$ cat config.mk
export PLATFORM = sky130hd
export DESIGN_NAME = ifc_top
export DESIGN_NICKNAME = d
export VERILOG_FILES = /design/src/rtl/ifc_pkg.sv /design/src/rtl/ifc_decode.sv /design/src/rtl/ifc_skip.sv /design/src/rtl/ifc_rstack.sv /design/src/rtl/ifc_top.sv
export SDC_FILE = /design/constraint.sdc
export NUM_CORES = 1
export LEC_CHECK = 0
export ABC_AREA = 1
export BUFFER_PORTS_ARGS = -buffer_cell sky130_fd_sc_hd__buf_2
export CORE_AREA = 2 2 161 163
export DETAILED_ROUTE_END_ITERATION = 10
export DIE_AREA = 0 0 163 165
export PLACE_DENSITY = 0.74
export REMOVE_ABC_BUFFERS = 1
export SLEW_MARGIN = 25
export SYNTH_ARGS = -nofsm -noshare
export SYNTH_HDL_FRONTEND = slang
export SYNTH_HIERARCHICAL = 1
export SYNTH_SLANG_ARGS = --single-unit
$ cat constraint.sdc
create_clock -name clk -period 4.1 [get_ports clk]
set_input_delay 0 -clock clk [delete_from_list [all_inputs] [get_ports clk]]
set_output_delay 0 -clock clk [all_outputs]
set_load 0.005 [all_outputs]
$ cat src/rtl/ifc_pkg.sv
package ifc_pkg;
  localparam int INSN_W = 16;
  localparam int ADDR_W = 12;
  localparam int REG_W  = 8;

  // How the sequencer treats a decoded instruction.
  typedef enum logic [3:0] {
    K_DISP, K_JMP, K_JMPV0, K_CALL, K_RET,
    K_SEQI, K_SNEI, K_SEQR, K_SNER, K_ILL
  } kind_e;

  typedef struct packed {
    logic [3:0]        op;
    logic [3:0]        x;
    logic [3:0]        y;
    logic [3:0]        n;
    logic [REG_W-1:0]  kk;
    logic [ADDR_W-1:0] nnn;
  } fields_t;
endpackage

$ cat src/rtl/ifc_decode.sv
module ifc_decode
  import ifc_pkg::*;
(
  input  logic [INSN_W-1:0] insn,
  output fields_t           fld,
  output kind_e             kind
);
  always_comb begin
    fld.op  = insn[15:12];
    fld.x   = insn[11:8];
    fld.y   = insn[7:4];
    fld.n   = insn[3:0];
    fld.kk  = insn[7:0];
    fld.nnn = insn[11:0];
  end

  always_comb begin
    unique case (insn[15:12])
      4'h0: begin
        if (insn == 16'h00E0)      kind = K_DISP;
        else if (insn == 16'h00EE) kind = K_RET;
        else                       kind = K_ILL;
      end
      4'h1: kind = K_JMP;
      4'h2: kind = K_CALL;
      4'h3: kind = K_SEQI;
      4'h4: kind = K_SNEI;
      4'h5: kind = (insn[3:0] == 4'h0) ? K_SEQR : K_ILL;
      4'h9: kind = (insn[3:0] == 4'h0) ? K_SNER : K_ILL;
      4'hB: kind = K_JMPV0;
      4'h8: kind = (insn[3:0] <= 4'h7 || insn[3:0] == 4'hE) ? K_DISP : K_ILL;
      4'hE: kind = (insn[7:0] == 8'h9E || insn[7:0] == 8'hA1) ? K_DISP : K_ILL;
      4'hF: kind = (insn[7:0] inside {8'h07, 8'h0A, 8'h15, 8'h18, 8'h1E,
                                      8'h29, 8'h33, 8'h55, 8'h65}) ? K_DISP : K_ILL;
      default: kind = K_DISP;
    endcase
  end
endmodule

$ cat src/rtl/ifc_skip.sv
module ifc_skip
  import ifc_pkg::*;
(
  input  kind_e            kind,
  input  logic [REG_W-1:0] a,
  input  logic [REG_W-1:0] b,
  input  logic [REG_W-1:0] imm,
  output logic             take
);
  always_comb begin
    unique case (kind)
      K_SEQI:  take = (a == imm);
      K_SNEI:  take = (a != imm);
      K_SEQR:  take = (a == b);
      K_SNER:  take = (a != b);
      default: take = 1'b0;
    endcase
  end
endmodule

$ cat src/rtl/ifc_rstack.sv
module ifc_rstack #(
  parameter  int DEPTH = 16,
  parameter  int AW    = 12,
  localparam int DW    = $clog2(DEPTH + 1),
  localparam int IW    = $clog2(DEPTH)
) (
  input  logic          clk,
  input  logic          rst_n,
  input  logic          push_req,
  input  logic          pop_req,
  input  logic [AW-1:0] push_data,
  output logic [AW-1:0] top_data,
  output logic [DW-1:0] depth,
  output logic          full,
  output logic          empty,
  output logic          err
);
  logic [AW-1:0] slot_q [DEPTH];
  logic [DW-1:0] depth_q;
  logic [DW-1:0] below;
  logic          err_q;

  assign full     = (depth_q == DW'(DEPTH));
  assign empty    = (depth_q == '0);
  assign below    = depth_q - DW'(1);
  assign top_data = slot_q[below[IW-1:0]];
  assign depth    = depth_q;
  assign err      = err_q;

  // Depth counts filled slots; a refused access leaves it untouched.
  always_ff @(posedge clk or negedge rst_n) begin
    if (!rst_n) begin
      depth_q <= '0;
      err_q   <= 1'b0;
    end else if (push_req) begin
      if (full) err_q   <= 1'b1;
      else      depth_q <= depth_q + DW'(1);
    end else if (pop_req) begin
      if (empty) err_q   <= 1'b1;
      else       depth_q <= below;
    end
  end

  always_ff @(posedge clk) begin
    if (push_req && !full) slot_q[depth_q[IW-1:0]] <= push_data;
  end
endmodule

$ cat src/rtl/ifc_top.sv
module ifc_top
  import ifc_pkg::*;
#(
  parameter  int               STK_DEPTH = 16,
  parameter  logic [ADDR_W-1:0] BOOT_PC  = 12'h200,
  localparam int               SDW       = $clog2(STK_DEPTH + 1)
) (
  input  logic              clk,
  input  logic              rst_n,
  output logic              mem_req,
  output logic [ADDR_W-1:0] mem_addr,
  input  logic [REG_W-1:0]  mem_rdata,
  output logic [3:0]        va_sel,
  input  logic [REG_W-1:0]  va_data,
  output logic [3:0]        vb_sel,
  input  logic [REG_W-1:0]  vb_data,
  input  logic [REG_W-1:0]  v0_data,
  output logic              ex_valid,
  output logic [3:0]        ex_op,
  output logic [3:0]        ex_x,
  output logic [3:0]        ex_y,
  output logic [3:0]        ex_n,
  output logic [REG_W-1:0]  ex_kk,
  output logic [ADDR_W-1:0] ex_nnn,
  input  logic              ex_done,
  output logic [ADDR_W-1:0] pc,
  output logic [SDW-1:0]    stk_depth,
  output logic              stk_err,
  output logic              illegal
);
  typedef enum logic [2:0] {S_FHI, S_FLO, S_LAT, S_ACT, S_WAIT} st_e;

  st_e               st_q, st_nxt;
  logic [ADDR_W-1:0] pc_q, pc_nxt, pc_seq;
  logic [REG_W-1:0]  hi_q;
  logic [INSN_W-1:0] ir_q;
  fields_t           fld;
  kind_e             kind;
  logic              take, in_act;
  logic              push_req, pop_req, stk_full, stk_empty;
  logic [ADDR_W-1:0] top_data;

  ifc_decode u_dec (.insn(ir_q), .fld(fld), .kind(kind));

  ifc_skip u_skip (
    .kind(kind), .a(va_data), .b(vb_data), .imm(fld.kk), .take(take)
  );

  ifc_rstack #(.DEPTH(STK_DEPTH), .AW(ADDR_W)) u_stk (
    .clk(clk), .rst_n(rst_n), .push_req(push_req), .pop_req(pop_req),
    .push_data(pc_seq), .top_data(top_data), .depth(stk_depth),
    .full(stk_full), .empty(stk_empty), .err(stk_err)
  );

  assign pc_seq   = pc_q + ADDR_W'(2);
  assign in_act   = (st_q == S_ACT);
  assign push_req = in_act && (kind == K_CALL);
  assign pop_req  = in_act && (kind == K_RET);

  assign mem_req  = (st_q == S_FHI) || (st_q == S_FLO);
  assign mem_addr = (st_q == S_FLO) ? pc_q + ADDR_W'(1) : pc_q;

  assign va_sel   = fld.x;
  assign vb_sel   = fld.y;
  assign ex_valid = in_act && (kind == K_DISP);
  assign illegal  = in_act && (kind == K_ILL);
  assign ex_op    = fld.op;
  assign ex_x     = fld.x;
  assign ex_y     = fld.y;
  assign ex_n     = fld.n;
  assign ex_kk    = fld.kk;
  assign ex_nnn   = fld.nnn;
  assign pc       = pc_q;

  always_comb begin
    pc_nxt = pc_q;
    st_nxt = st_q;
    unique case (st_q)
      S_FHI: st_nxt = S_FLO;
      S_FLO: st_nxt = S_LAT;
      S_LAT: st_nxt = S_ACT;
      S_ACT: begin
        st_nxt = S_FHI;
        unique case (kind)
          K_DISP:  st_nxt = S_WAIT;
          K_JMP:   pc_nxt = fld.nnn;
          K_JMPV0: pc_nxt = fld.nnn + {{(ADDR_W-REG_W){1'b0}}, v0_data};
          K_CALL:  pc_nxt = stk_full  ? pc_seq : fld.nnn;
          K_RET:   pc_nxt = stk_empty ? pc_seq : top_data;
          K_SEQI, K_SNEI, K_SEQR, K_SNER:
                   pc_nxt = take ? pc_seq + ADDR_W'(2) : pc_seq;
          default: pc_nxt = pc_seq;
        endcase
      end
      S_WAIT: begin
        if (ex_done) begin
          pc_nxt = pc_seq;
          st_nxt = S_FHI;
        end
      end
      default: st_nxt = S_FHI;
    endcase
  end

  always_ff @(posedge clk or negedge rst_n) begin
    if (!rst_n) begin
      st_q <= S_FHI;
      pc_q <= BOOT_PC;
      hi_q <= '0;
      ir_q <= '0;
    end else begin
      st_q <= st_nxt;
      pc_q <= pc_nxt;
      if (st_q == S_FLO) hi_q <= mem_rdata;
      if (st_q == S_LAT) ir_q <= {hi_q, mem_rdata};
    end
  end
endmodule

==> impl_metrics.sql, run 1 <==
INSERT INTO impl_metrics (metric_group, metric, value, unit) VALUES
('power_and_ir_drop', 'power.clock.fraction', '0.194', ''),
('worst_hold_path', 'whs_endpoint', 'pc[0]', ''),
('placed_design', 'placed_cell_area', '14400', 'um^2'),
('worst_setup_path', 'critical_path_end_type', 'flop', ''),
('drt', 'firstDrtPassIters', '5', ''),
('final_layout', 'layout-area-overhead-vs-synth', '11.8', '%'),
('floorplanning', 'pin_count', '112', ''),
('logic_synthesis', 'synth_edf_count', '192', ''),
('timing', 'setup_viol', '0', ''),
('power_and_ir_drop', 'swShare', '0.457', ''),
('grt', 'grt_most_used_layer', 'met2', ''),
('worst_setup_path', 'r2r_end', 'pc[10]', ''),
('drt', 'drtIter0Drc', '1066', ''),
('logic_synthesis', 'synth_cell_types', '46', ''),
('outcome', 'result_of_the_run', 'complete, no violations', ''),
('grt', 'groute.usage.overall', '0.271', ''),
('final_layout', 'fillCellCount', '2143', ''),
('placed_design', 'weighted_congestion_reported_at_the_end_of_routability_driven_placement', '0.879', ''),
('final_layout', 'most_frequent_standard_cell_in_the_layout_excluding_fill_and_tap_cells', 'sky130_fd_sc_hd__nand2_1', ''),
('worst_setup_path', 'setup.reg_to_reg.worst_slack', '0.43', 'ns'),
('worst_hold_path', 'min-delay-start', 'v0_data[0]', ''),
('timing', 'worst-slew-pin-transition', '0.971', 'ns'),
('power_and_ir_drop', 'switchingPower', '5.33', 'mW'),
('worst_hold_path', 'hold_path_depth', '5', ''),
('drt', 'detail_route.wl_per_cell', '17.3', 'um'),
('clock_tree', 'cts_tree', 'built', ''),
('clock_tree', 'path_clk_slew', '0.06', 'ns'),
('logic_synthesis', 'post_synth_inst_count', '1682', ''),
('floorplanning', 'starting_density_of_the_core', '0.546', ''),
('logic_synthesis', 'async_reset_ff_frac', '0.190', ''),
('worst_hold_path', 'hold_path_class', 'in -> reg', ''),
('power_and_ir_drop', 'pwr-share-seq', '0.297', ''),
('drt', 'wirelength', '36800', 'um'),
('clock_tree', 'clk_path_buf_depth', '3', ''),
('job', 'max_cap_violations', '0', ''),
('floorplanning', 'die_h', '165', 'um'),
('logic_synthesis', 'synth.yosys.seq_area_share', '0.504', ''),
('worst_setup_path', 'cp_peak_stage_delay', '0.52', 'ns'),
('power_and_ir_drop', 'ir_worst_vdd', '450', 'uV'),
('final_layout', 'utilization', '0.611', ''),
('worst_setup_path', 'arrival', '4.09', 'ns'),
('timing', 'clock_skew', '0.0107', 'ns'),
('timing', 'hold_viol_final', '0', ''),
('clock_tree', 'clock-root-buffer', 'sky130_fd_sc_hd__clkbuf_16', ''),
('timing', 'final_worst_path_period_share', '0.895', ''),
('clock_tree', 'postCtsSetupBuffers', '0', ''),
('final_layout', 'stdcell_count', '2121', ''),
('placed_design', 'place.detailed.hpwl', '24600', 'um'),
('timing', 'maxClockFrequency', '0.273', 'GHz'),
('timing', 'slew_violations', '0', ''),
('logic_synthesis', 'synth.avg_cell_area', '8.13', 'um^2'),
('clock_tree', 'insertion_delay', '0.53', 'ns'),
('worst_setup_path', 'crit_fanout', '15', ''),
('grt', 'initial_antenna_violation_count', '0', ''),
('power_and_ir_drop', 'p_int', '6.34', 'mW'),
('final_layout', 'fin_nets', '1825', ''),
('floorplanning', 'die_width', '163', 'um'),
('logic_synthesis', 'synth.cell_area', '13700', 'um^2'),
('drt', 'via_per_inst', '5.42', ''),
('timing', 'worst_slew_margin_rel', '0.351', ''),
('logic_synthesis', 'synth-seq-cells', '237', ''),
('drt', 'drc', '0', ''),
('grt', 'first_global_vias', '10600', ''),
('logic_synthesis', 'yosys_warnings', '6', ''),
('drt', 'antenna_violating_nets_post_route', '0', ''),
('worst_setup_path', 'critical_path.reg2reg.startpoint', 'ir_q[3]', ''),
('worst_setup_path', 'timing.reg2reg.worst_path_depth', '27', ''),
('clock_tree', 'htree_levels', '1', ''),
('timing', 'layout_min_cycle_time', '3.67', 'ns'),
('final_layout', 'insertedDiodeCount', '0', ''),
('worst_setup_path', 'path_common_cell', 'sky130_fd_sc_hd__nand2_1', '');
## Yosys cell counts, types with 2 or more instances
cell                       number  share of area
sky130_fd_sc_hd__o21ai_2        5         0.0032
sky130_fd_sc_hd__nand2_2       18         0.0082
sky130_fd_sc_hd__buf_4         50          0.027
sky130_fd_sc_hd__mux2_2         8         0.0066
sky130_fd_sc_hd__buf_1          4         0.0011
sky130_fd_sc_hd__nor2_2         8         0.0037
sky130_fd_sc_hd__clkbuf_1      19         0.0052
sky130_fd_sc_hd__a22oi_1        2         0.0011
sky130_fd_sc_hd__nand4_1       16         0.0073
sky130_fd_sc_hd__o21bai_1       5         0.0027
sky130_fd_sc_hd__xor2_1        15         0.0096
sky130_fd_sc_hd__a22o_1         4         0.0026
sky130_fd_sc_hd__nor4_1         2        0.00091
sky130_fd_sc_hd__nand3_1      233          0.085
sky130_fd_sc_hd__buf_6          8         0.0066
sky130_fd_sc_hd__edfxtp_1     192           0.42
sky130_fd_sc_hd__nor2_4         8         0.0066
sky130_fd_sc_hd__inv_2         14         0.0038
sky130_fd_sc_hd__or2_2          2        0.00091
sky130_fd_sc_hd__dfrtp_1       44          0.080
sky130_fd_sc_hd__clkinv_1       2        0.00055
sky130_fd_sc_hd__a21oi_1       25         0.0091
sky130_fd_sc_hd__nand2_1      530           0.15
sky130_fd_sc_hd__nand3b_1       6         0.0033
sky130_fd_sc_hd__nor3_1        12         0.0044
sky130_fd_sc_hd__o21ai_0       33          0.012
sky130_fd_sc_hd__buf_2         22         0.0081
sky130_fd_sc_hd__inv_1        263          0.072
sky130_fd_sc_hd__o211ai_1       6         0.0033
sky130_fd_sc_hd__nor2_1        85          0.023
sky130_fd_sc_hd__ha_1          17          0.016
sky130_fd_sc_hd__nand3_2        3         0.0022
sky130_fd_sc_hd__o21ai_1        7         0.0026
sky130_fd_sc_hd__o22ai_1        2        0.00091
## power groups by stage
stage	logic, mW	registers [mW]	clock network (mW)
after floorplan	3.57	3.56	0
after global placement	5.75	3.50	0
after detailed placement	5.84	3.51	0
after CTS	5.88	3.46	2.29
after global routing	6.54	3.50	2.38
final	5.94	3.47	2.26
## worst max path at each step
stage                         startpoint     end  slack, ns  cells past startpoint
after floorplan           u_stk/depth[0]  pc[11]      -2.00                     17
after global placement           ir_q[3]  pc[10]       0.44                     29
after detailed placement         ir_q[3]  pc[10]       0.30                     29
after CTS                        ir_q[3]  pc[10]       0.27                     29
after global routing             ir_q[3]   pc[9]       0.01                     31
final                            ir_q[3]  pc[10]       0.43                     27
## worst max-delay path, delay by kind of cell (launching register included)
| family | cells | cell delay (ns) |
|---|---|---|
| buffers and inverters | 2 | 0.13 |
| AND/OR/NAND/NOR | 24 | 2.79 |
| flip-flops | 1 | 0.52 |
| AO/OA/AOI/OAI | 1 | 0.10 |
## per-stage QoR
stage / hold slack (ns) / setup WS (ns)
2_1_floorplan: -0.296 / -2.00
3_3_place_gp: 0.121 / 0.441
3_5_place_dp: 0.129 / 0.299
4_1_cts: 0.0356 / 0.273
5_1_grt: 0.119 / 0.0136
6_report: 0.0297 / 0.431
## area by class of cell
cell class | count | area (um^2) | share of cell area
Sequential cell | 237 | 6900 | 0.451
Timing Repair Buffer | 166 | 1010 | 0.0658
Clock buffer | 34 | 679 | 0.0444
Clock inverter | 12 | 143 | 0.00933
Inverter | 280 | 1050 | 0.0689
Multi-Input combinational cell | 1062 | 5100 | 0.334
Tap cell | 330 | 413 | 0.0270
## metal layers
layer | vias to the layer above | routed length, um
met2 | 501 | 16900
met3 | 91 | 2840
met1 | 5380 | 15400
met4 | 0 | 1620
met5 | - | 0
li1 | 5521 | -
## flip-flops by register name, summed over array words and instances, names as in the netlist
name and cells:
u_stk/slot_q 192, ir_q 16, pc 12, hi_q 8
u_stk/depth 5, st_q 3, u_stk/err 1
## kinds of logic (layout without fill, tap and decap cells)
kind of cell,count (synthesis),after routing,synth area share
compound gates,94,94,0.0416
xor+xnor,17,17,0.0120
fa+ha+maj,18,18,0.0170
buf+inv,383,492,0.125
flops,237,237,0.504
mux,8,8,0.00659
simple gates,925,925,0.293
## what timing repair did
action / 4_1_cts / 5_1_grt
endpoints found under the hold margin: 63 / 0
setup endpoints to repair: 0 / 9
gates resized for setup: 0 / 3
hold buffers: 10 / 0
(Power assumes the default switching activity.)
==> inputs of run 2 (changes only) <==
--- a/config.mk
+++ b/config.mk
@@ -17,3 +17,4 @@
 export SYNTH_HDL_FRONTEND = slang
 export SYNTH_HIERARCHICAL = 1
 export SYNTH_SLANG_ARGS = --single-unit
+export TNS_END_PERCENT = 50
==> constraint.sdc (replaced) <==
create_clock -name clk -period 4.1 [get_ports clk]
set_input_delay 0.41 -clock clk [delete_from_list [all_inputs] [get_ports clk]]
set_output_delay 0.41 -clock clk [all_outputs]
set_load 0.005 [all_outputs]
==> impl_metrics.sql, run 2 (same netlist as run 1, synthesis figures left out) <==
INSERT INTO impl_metrics (metric_group, metric, value, unit) VALUES
('clock_tree', 'clk_path_buf_depth', '3', ''),
('timing', 'worst-slew-pin-transition', '0.967', 'ns'),
('clock_tree', 'cts_sinks', '237', ''),
('placed_design', 'weighted_congestion_reported_at_the_end_of_routability_driven_placement', '0.885', ''),
('worst_setup_path', 'critical_path_end_type', 'flop', ''),
('worst_setup_path', 'cp_peak_stage_delay', '0.51', 'ns'),
('worst_setup_path', 'slowest_library_cell_on_the_worst_path', 'sky130_fd_sc_hd__dfrtp_2', ''),
('final_layout', 'final_layout_size_suffix_gt1_frac', '0.156', ''),
('grt', 'initial_antenna_violation_count', '1', ''),
('power_and_ir_drop', 'finalPower', '11.6', 'mW'),
('grt', 'grt_start_max_net_pins', '87', ''),
('final_layout', 'most_used_cells_in_the_layout_excluding_fill_and_tap_cells', 'sky130_fd_sc_hd__nand2_1, sky130_fd_sc_hd__inv_1, sky130_fd_sc_hd__nand3_1, sky130_fd_sc_hd__edfxtp_1, sky130_fd_sc_hd__buf_2', ''),
('clock_tree', 'htree_levels', '1', ''),
('drt', 'wirelength', '37100', 'um'),
('final_layout', 'stdcell_count', '2112', ''),
('grt', 'global_route.overflow_total', '0', ''),
('worst_hold_path', 'hold_path_class', 'in -> reg', ''),
('final_layout', 'fillCellCount', '2222', ''),
('power_and_ir_drop', 'power.density', '766', 'nW/um^2'),
('worst_setup_path', 'worst_path_dominant_cell_family', 'simple AND/OR/NAND/NOR gates', ''),
('floorplanning', 'die_width', '163', 'um'),
('worst_setup_path', 'required', '4.51', 'ns'),
('clock_tree', 'insertion_delay', '0.52', 'ns'),
('floorplanning', 'die_h', '165', 'um'),
('worst_setup_path', 'worst_path_cell_trace', 'nor2_2, nand2_1, nand2_1, nand2_1, o211ai_1, nor2_1, nand2_2, nand2_1, nand3_1, nand2_1, nand2_1, nor2_1, nand2_1, nand2_1, nand2_1, nand3_1, nor2_1, nand3_2, nor2_4, nand3_1, nand3_1, nand3_1, nand2_1, nand2_1', ''),
('worst_setup_path', 'critPathKind', 'reg -> reg', ''),
('drt', 'drc', '0', ''),
('clock_tree', 'cts_tree', 'built', ''),
('floorplanning', 'starting_density_of_the_core', '0.546', ''),
('drt', 'via_count', '11500', ''),
('timing', 'rsz_0062_raised_after_global_routing', 'false', ''),
('timing', 'hold_ws', '0.101', 'ns'),
('floorplanning', 'die-area', '26900', 'um^2'),
('drt', 'antenna_violating_nets_post_route', '0', ''),
('final_layout', 'utilization', '0.606', ''),
('worst_setup_path', 'path_common_cell', 'sky130_fd_sc_hd__nand2_1', ''),
('final_layout', 'largest_reg_flops', '192', ''),
('clock_tree', 'path_clk_slew', '0.06', 'ns'),
('power_and_ir_drop', 'ir_worst_vdd', '470', 'uV'),
('grt', 'first_global_vias', '10700', ''),
('floorplanning', 'num_rows', '58', ''),
('timing', 'fin_tns_setup', '0', 'ns'),
('final_layout', 'fin_nets', '1816', ''),
('placed_design', 'place.detailed.instances', '2064', ''),
('grt', 'groute.usage.overall', '0.274', ''),
('final_layout', 'most_frequent_standard_cell_in_the_layout_excluding_fill_and_tap_cells', 'sky130_fd_sc_hd__nand2_1', ''),
('clock_tree', 'tritoncts.num_buffers', '26', ''),
('final_layout', 'layout-area-overhead-vs-synth', '11.0', '%'),
('timing', 'setup_viol', '0', ''),
('clock_tree', 'clock-root-buffer', 'sky130_fd_sc_hd__clkbuf_16', ''),
('drt', 'drtIter0Drc', '1225', ''),
('timing', 'final_worst_path_period_share', '0.895', ''),
('timing', 'worst_slew_margin_rel', '0.354', ''),
('timing', 'layout_min_cycle_time', '3.67', 'ns'),
('grt', 'grt_first_pass_wirelength', '56600', 'um'),
('placed_design', 'place_ws', '0.285', 'ns'),
('drt', 'firstDrtPassIters', '5', ''),
('timing', 'clock_skew', '0.0127', 'ns'),
('worst_setup_path', 'cp.buffers_inverters', '0', ''),
('timing', 'finalWorstSetupSlack', '0.432', 'ns'),
('drt', 'via_per_inst', '5.43', ''),
('drt', 'detail_route.wl_per_cell', '17.6', 'um'),
('outcome', 'result_of_the_run', 'complete, no violations', ''),
('floorplanning', 'pin_count', '112', ''),
('placed_design', 'io_buffers', '111', ''),
('worst_setup_path', 'arrival', '4.08', 'ns'),
('worst_setup_path', 'crit_fanout', '13', ''),
('timing', 'slew_violations', '0', ''),
('floorplanning', 'floorplan.core_area', '25000', 'um^2'),
('timing', 'hold_viol_final', '0', ''),
('clock_tree', 'postCtsSetupBuffers', '0', ''),
('placed_design', 'placed_cell_area', '14300', 'um^2'),
('final_layout', 'post-route-cell-area', '15200', 'um^2'),
('job', 'max_cap_violations', '0', ''),
('placed_design', 'place.detailed.hpwl', '24700', 'um'),
('worst_setup_path', 'critPathLaunchType', 'flop', ''),
('timing', 'maxClockFrequency', '0.273', 'GHz'),
('power_and_ir_drop', 'leakagePower', '7.19', 'nW');
run 2: changes by cell type in the layout (fill, tap and decap cells not counted), moves of 2 or more:
cell                            before  now
sky130_fd_sc_hd__bufinv_16           3    1
sky130_fd_sc_hd__clkbuf_16          25   27
sky130_fd_sc_hd__dlygate4sd3_1      10    1
sky130_fd_sc_hd__clkbuf_1            7    4
sky130_fd_sc_hd__clkinv_2            2    7
sky130_fd_sc_hd__clkinvlp_4          3    1
run 2: worst paths after layout:
path | endpoint | slack [ns] | cells past startpoint | from
worst max-delay path | pc[10] | 0.43 | 24 | ir_q[3]
worst min register to register | st_q[0] | 0.50 | 1 | st_q[0]
min in group asynchronous | ir_q[5] | 0.51 | 3 | rst_n
max in group asynchronous | u_stk/depth[0] | 3.14 | 3 | rst_n
worst min-delay path | st_q[2] | 0.10 | 2 | ex_done
worst max register to register | pc[10] | 0.43 | 24 | ir_q[3]
run 2: worst register-to-register path, cell delays in order (launching register included):
cell,delay (ns)
sky130_fd_sc_hd__dfrtp_2,0.51
sky130_fd_sc_hd__nor2_2,0.19
sky130_fd_sc_hd__nand2_1,0.13
sky130_fd_sc_hd__nand2_1,0.08
sky130_fd_sc_hd__nand2_1,0.07
sky130_fd_sc_hd__o211ai_1,0.35
sky130_fd_sc_hd__nor2_1,0.17
sky130_fd_sc_hd__nand2_2,0.28
sky130_fd_sc_hd__nand2_1,0.12
sky130_fd_sc_hd__nand3_1,0.09
sky130_fd_sc_hd__nand2_1,0.05
sky130_fd_sc_hd__nand2_1,0.10
sky130_fd_sc_hd__nor2_1,0.07
sky130_fd_sc_hd__nand2_1,0.06
sky130_fd_sc_hd__nand2_1,0.04
sky130_fd_sc_hd__nand2_1,0.16
sky130_fd_sc_hd__nand3_1,0.13
sky130_fd_sc_hd__nor2_1,0.25
sky130_fd_sc_hd__nand3_2,0.14
sky130_fd_sc_hd__nor2_4,0.17
sky130_fd_sc_hd__nand3_1,0.09
sky130_fd_sc_hd__nand3_1,0.13
sky130_fd_sc_hd__nand3_1,0.07
sky130_fd_sc_hd__nand2_1,0.06
sky130_fd_sc_hd__nand2_1,0.04
run 2: per-layer routing:
metal	global-route usage	vias up	part of all wire
met4	0.101	0	0.037
met2	0.450	497	0.47
met5	0	-	0
met1	0.371	5383	0.41
li1	-	5497	-
met3	0.0404	87	0.085
run 2: area by class of cell:
class / instances / area (um^2) / area share
flip-flops and latches: 237 / 6900 / 0.455
diodes: 1 / 2.50 / 0.000165
multi-input cells: 1062 / 5110 / 0.337
clock inverters: 14 / 96.3 / 0.00635
inverters: 280 / 1050 / 0.0694
repair buffers: 156 / 896 / 0.0590
clock buffers: 32 / 704 / 0.0464
well taps: 330 / 413 / 0.0272
run 2: where the power goes:
| part | switching [mW] | internal [mW] |
|---|---|---|
| logic | 4.13 | 1.84 |
| clock network | 0.911 | 1.27 |
| registers | 0.333 | 3.13 |
| total | 5.38 | 6.25 |
run 2: what timing repair did:
item	in CTS	in global routing
hold buffers	1	0
resized for setup	0	6
setup endpoints to repair	0	15
hold endpoints to repair	33	0
==> inputs of run 3 (changes only) <==
==> constraint.sdc (replaced) <==
create_clock -name clk -period 4.3 [get_ports clk]
set_input_delay 0.43 -clock clk [delete_from_list [all_inputs] [get_ports clk]]
set_output_delay 0.43 -clock clk [all_outputs]
set_load 0.005 [all_outputs]
==> impl_metrics.sql, run 3 (same netlist as run 1, synthesis figures left out) <==
INSERT INTO impl_metrics (metric_group, metric, value, unit) VALUES
('timing', 'clock_skew', '0.0250', 'ns'),
('grt', 'initial_antenna_violation_count', '0', ''),
('clock_tree', 'tritoncts.num_buffers', '24', ''),
('drt', 'antenna_violating_nets_post_route', '0', ''),
('worst_setup_path', 'cp_endpoint', 'pc[10]', ''),
('worst_setup_path', 'timing.reg2reg.worst_path_depth', '27', ''),
('worst_setup_path', 'critical_path.reg2reg.startpoint', 'ir_q[12]', ''),
('clock_tree', 'clock-root-buffer', 'sky130_fd_sc_hd__clkbuf_16', ''),
('final_layout', 'utilization', '0.604', ''),
('final_layout', 'fin_nets', '1813', ''),
('worst_setup_path', 'critical_path.startpoint', 'ir_q[12]', ''),
('power_and_ir_drop', 'ir_worst_vdd', '432', 'uV'),
('floorplanning', 'die-area', '26900', 'um^2'),
('grt', 'global_route.overflow_total', '0', ''),
('worst_setup_path', 'critPathKind', 'reg -> reg', ''),
('worst_setup_path', 'r2r_end', 'pc[10]', ''),
('clock_tree', 'cts_tree', 'built', ''),
('placed_design', 'place.detailed.instances', '2063', ''),
('outcome', 'result_of_the_run', 'complete, no violations', ''),
('final_layout', 'layout-area-overhead-vs-synth', '10.6', '%'),
('worst_setup_path', 'setup.reg_to_reg.worst_slack', '0.41', 'ns'),
('timing', 'hold_ws', '0.129', 'ns'),
('timing', 'worst-slew-pin-transition', '1.08', 'ns'),
('worst_setup_path', 'cp_peak_stage_delay', '0.51', 'ns'),
('floorplanning', 'starting_density_of_the_core', '0.546', ''),
('final_layout', 'post-route-cell-area', '15100', 'um^2'),
('grt', 'grt_first_pass_wirelength', '54700', 'um'),
('drt', 'drtIter0Drc', '1167', ''),
('grt', 'groute.usage.overall', '0.263', ''),
('worst_setup_path', 'arrival', '4.30', 'ns'),
('clock_tree', 'clk_path_buf_depth', '3', ''),
('floorplanning', 'num_rows', '58', ''),
('clock_tree', 'insertion_delay', '0.53', 'ns'),
('timing', 'layout_min_cycle_time', '3.89', 'ns'),
('final_layout', 'most_frequent_standard_cell_in_the_layout_excluding_fill_and_tap_cells', 'sky130_fd_sc_hd__nand2_1', ''),
('grt', 'grt_start_max_net_pins', '99', ''),
('timing', 'rsz_0062_raised_after_global_routing', 'false', ''),
('final_layout', 'final_layout_size_suffix_gt1_frac', '0.151', ''),
('timing', 'final_worst_path_period_share', '0.904', ''),
('worst_setup_path', 'required', '4.71', 'ns'),
('grt', 'first_global_vias', '10300', ''),
('worst_setup_path', 'critical_path_end_type', 'flop', ''),
('power_and_ir_drop', 'leakagePower', '7.15', 'nW'),
('power_and_ir_drop', 'finalPower', '10.9', 'mW'),
('timing', 'maxClockFrequency', '0.257', 'GHz'),
('drt', 'wirelength', '35900', 'um'),
('drt', 'via_count', '11200', ''),
('timing', 'slew_violations', '0', ''),
('placed_design', 'io_buffers', '111', ''),
('worst_setup_path', 'critPathLaunchType', 'flop', ''),
('worst_setup_path', 'slowest_library_cell_on_the_worst_path', 'sky130_fd_sc_hd__dfrtp_1', ''),
('floorplanning', 'pin_count', '112', ''),
('placed_design', 'placed_cell_area', '14300', 'um^2'),
('drt', 'detail_route.wl_per_cell', '17.1', 'um'),
('placed_design', 'place.detailed.hpwl', '24300', 'um'),
('floorplanning', 'die_width', '163', 'um'),
('timing', 'hold_viol_final', '0', ''),
('final_layout', 'largest_reg_flops', '192', ''),
('clock_tree', 'htree_levels', '1', ''),
('final_layout', 'most_used_cells_in_the_layout_excluding_fill_and_tap_cells', 'sky130_fd_sc_hd__nand2_1, sky130_fd_sc_hd__inv_1, sky130_fd_sc_hd__nand3_1, sky130_fd_sc_hd__edfxtp_1, sky130_fd_sc_hd__buf_2', ''),
('timing', 'setup_viol', '0', ''),
('worst_hold_path', 'hold_path_class', 'in -> reg', ''),
('clock_tree', 'path_clk_slew', '0.06', 'ns'),
('drt', 'via_per_inst', '5.33', ''),
('floorplanning', 'floorplan.core_area', '25000', 'um^2'),
('drt', 'firstDrtPassIters', '8', ''),
('timing', 'worst_slew_margin_rel', '0.279', ''),
('worst_setup_path', 'path_common_cell', 'sky130_fd_sc_hd__nand2_1', ''),
('clock_tree', 'cts_sinks', '237', ''),
('job', 'max_cap_violations', '0', ''),
('floorplanning', 'die_h', '165', 'um'),
('final_layout', 'stdcell_count', '2105', ''),
('placed_design', 'weighted_congestion_reported_at_the_end_of_routability_driven_placement', '0.975', ''),
('final_layout', 'insertedDiodeCount', '0', ''),
('power_and_ir_drop', 'power.density', '722', 'nW/um^2'),
('drt', 'drc', '0', ''),
('worst_setup_path', 'crit_fanout', '11', '');
-- run 3: changes by cell type in the layout (fill, tap and decap cells not counted), sizes merged --
cell,before,now
clkbuf,32,29
clkinv,14,11
buf,155,154
bufinv,1,2
diode,1,0
-- run 3: worst max-delay path: cells and delay by family, from the launching register on --
family,cells,cell delay [ns]
buffers and inverters,1,0.08
flip-flops,1,0.51
AND/OR/NAND/NOR,26,3.18
-- run 3: through the flow --
stage          TNS (ns)  setup WS, ns
2_1_floorplan   -148.53         -1.80
3_3_place_gp          0         0.428
3_5_place_dp          0         0.344
4_1_cts               0         0.302
5_1_grt               0        0.0285
6_report              0         0.414
-- run 3: repair_timing --
| item | in CTS | in global routing |
|---|---|---|
| setup endpoints to repair | 0 | 5 |
| gates resized for setup | 0 | 3 |
| setup buffers | 0 | 0 |
| hold endpoints to repair | 0 | 44 |
| hold buffers | 0 | 1 |
-- run 3: how the worst min path moves through the flow --
stage / startpoint / end / slack (ns) / cells past startpoint
3_3_place_gp: u_stk/err / u_stk/err / 0.44 / 1
4_1_cts: rst_n / u_stk/depth[3] / 0.1 / 1
5_1_grt: ex_done / st_q[2] / 0.13 / 2
2_1_floorplan: rst_n / hi_q[0] / 0.13 / 0
3_5_place_dp: u_stk/err / u_stk/err / 0.45 / 1
6_report: ex_done / st_q[2] / 0.13 / 2
-- run 3: final cells by class --
| class | instances | area [um^2] |
|---|---|---|
| clock inverters | 12 | 130 |
| flip-flops and latches | 237 | 6900 |
| repair buffers | 155 | 895 |
| clock buffers | 29 | 619 |
| fillers | 2194 | 9910 |
| multi-input cells | 1062 | 5120 |
| inverters | 280 | 1050 |
| well taps | 330 | 413 |
-- run 3: routing by layer --
metal	global-route usage	up-vias	routed length [um]
li1	-	5489	-
met5	0	-	0
met2	0.432	452	16800
met4	0.0736	0	919
met1	0.372	5221	15300
met3	0.0326	64	2840
-- run 3: report_power, final --
part           internal [mW]  total [mW]  switching [mW]
Combinational           1.74        5.67            3.93
Clock                   1.15        1.98           0.835
Sequential              2.99        3.27           0.278
Total                   5.87        10.9            5.04
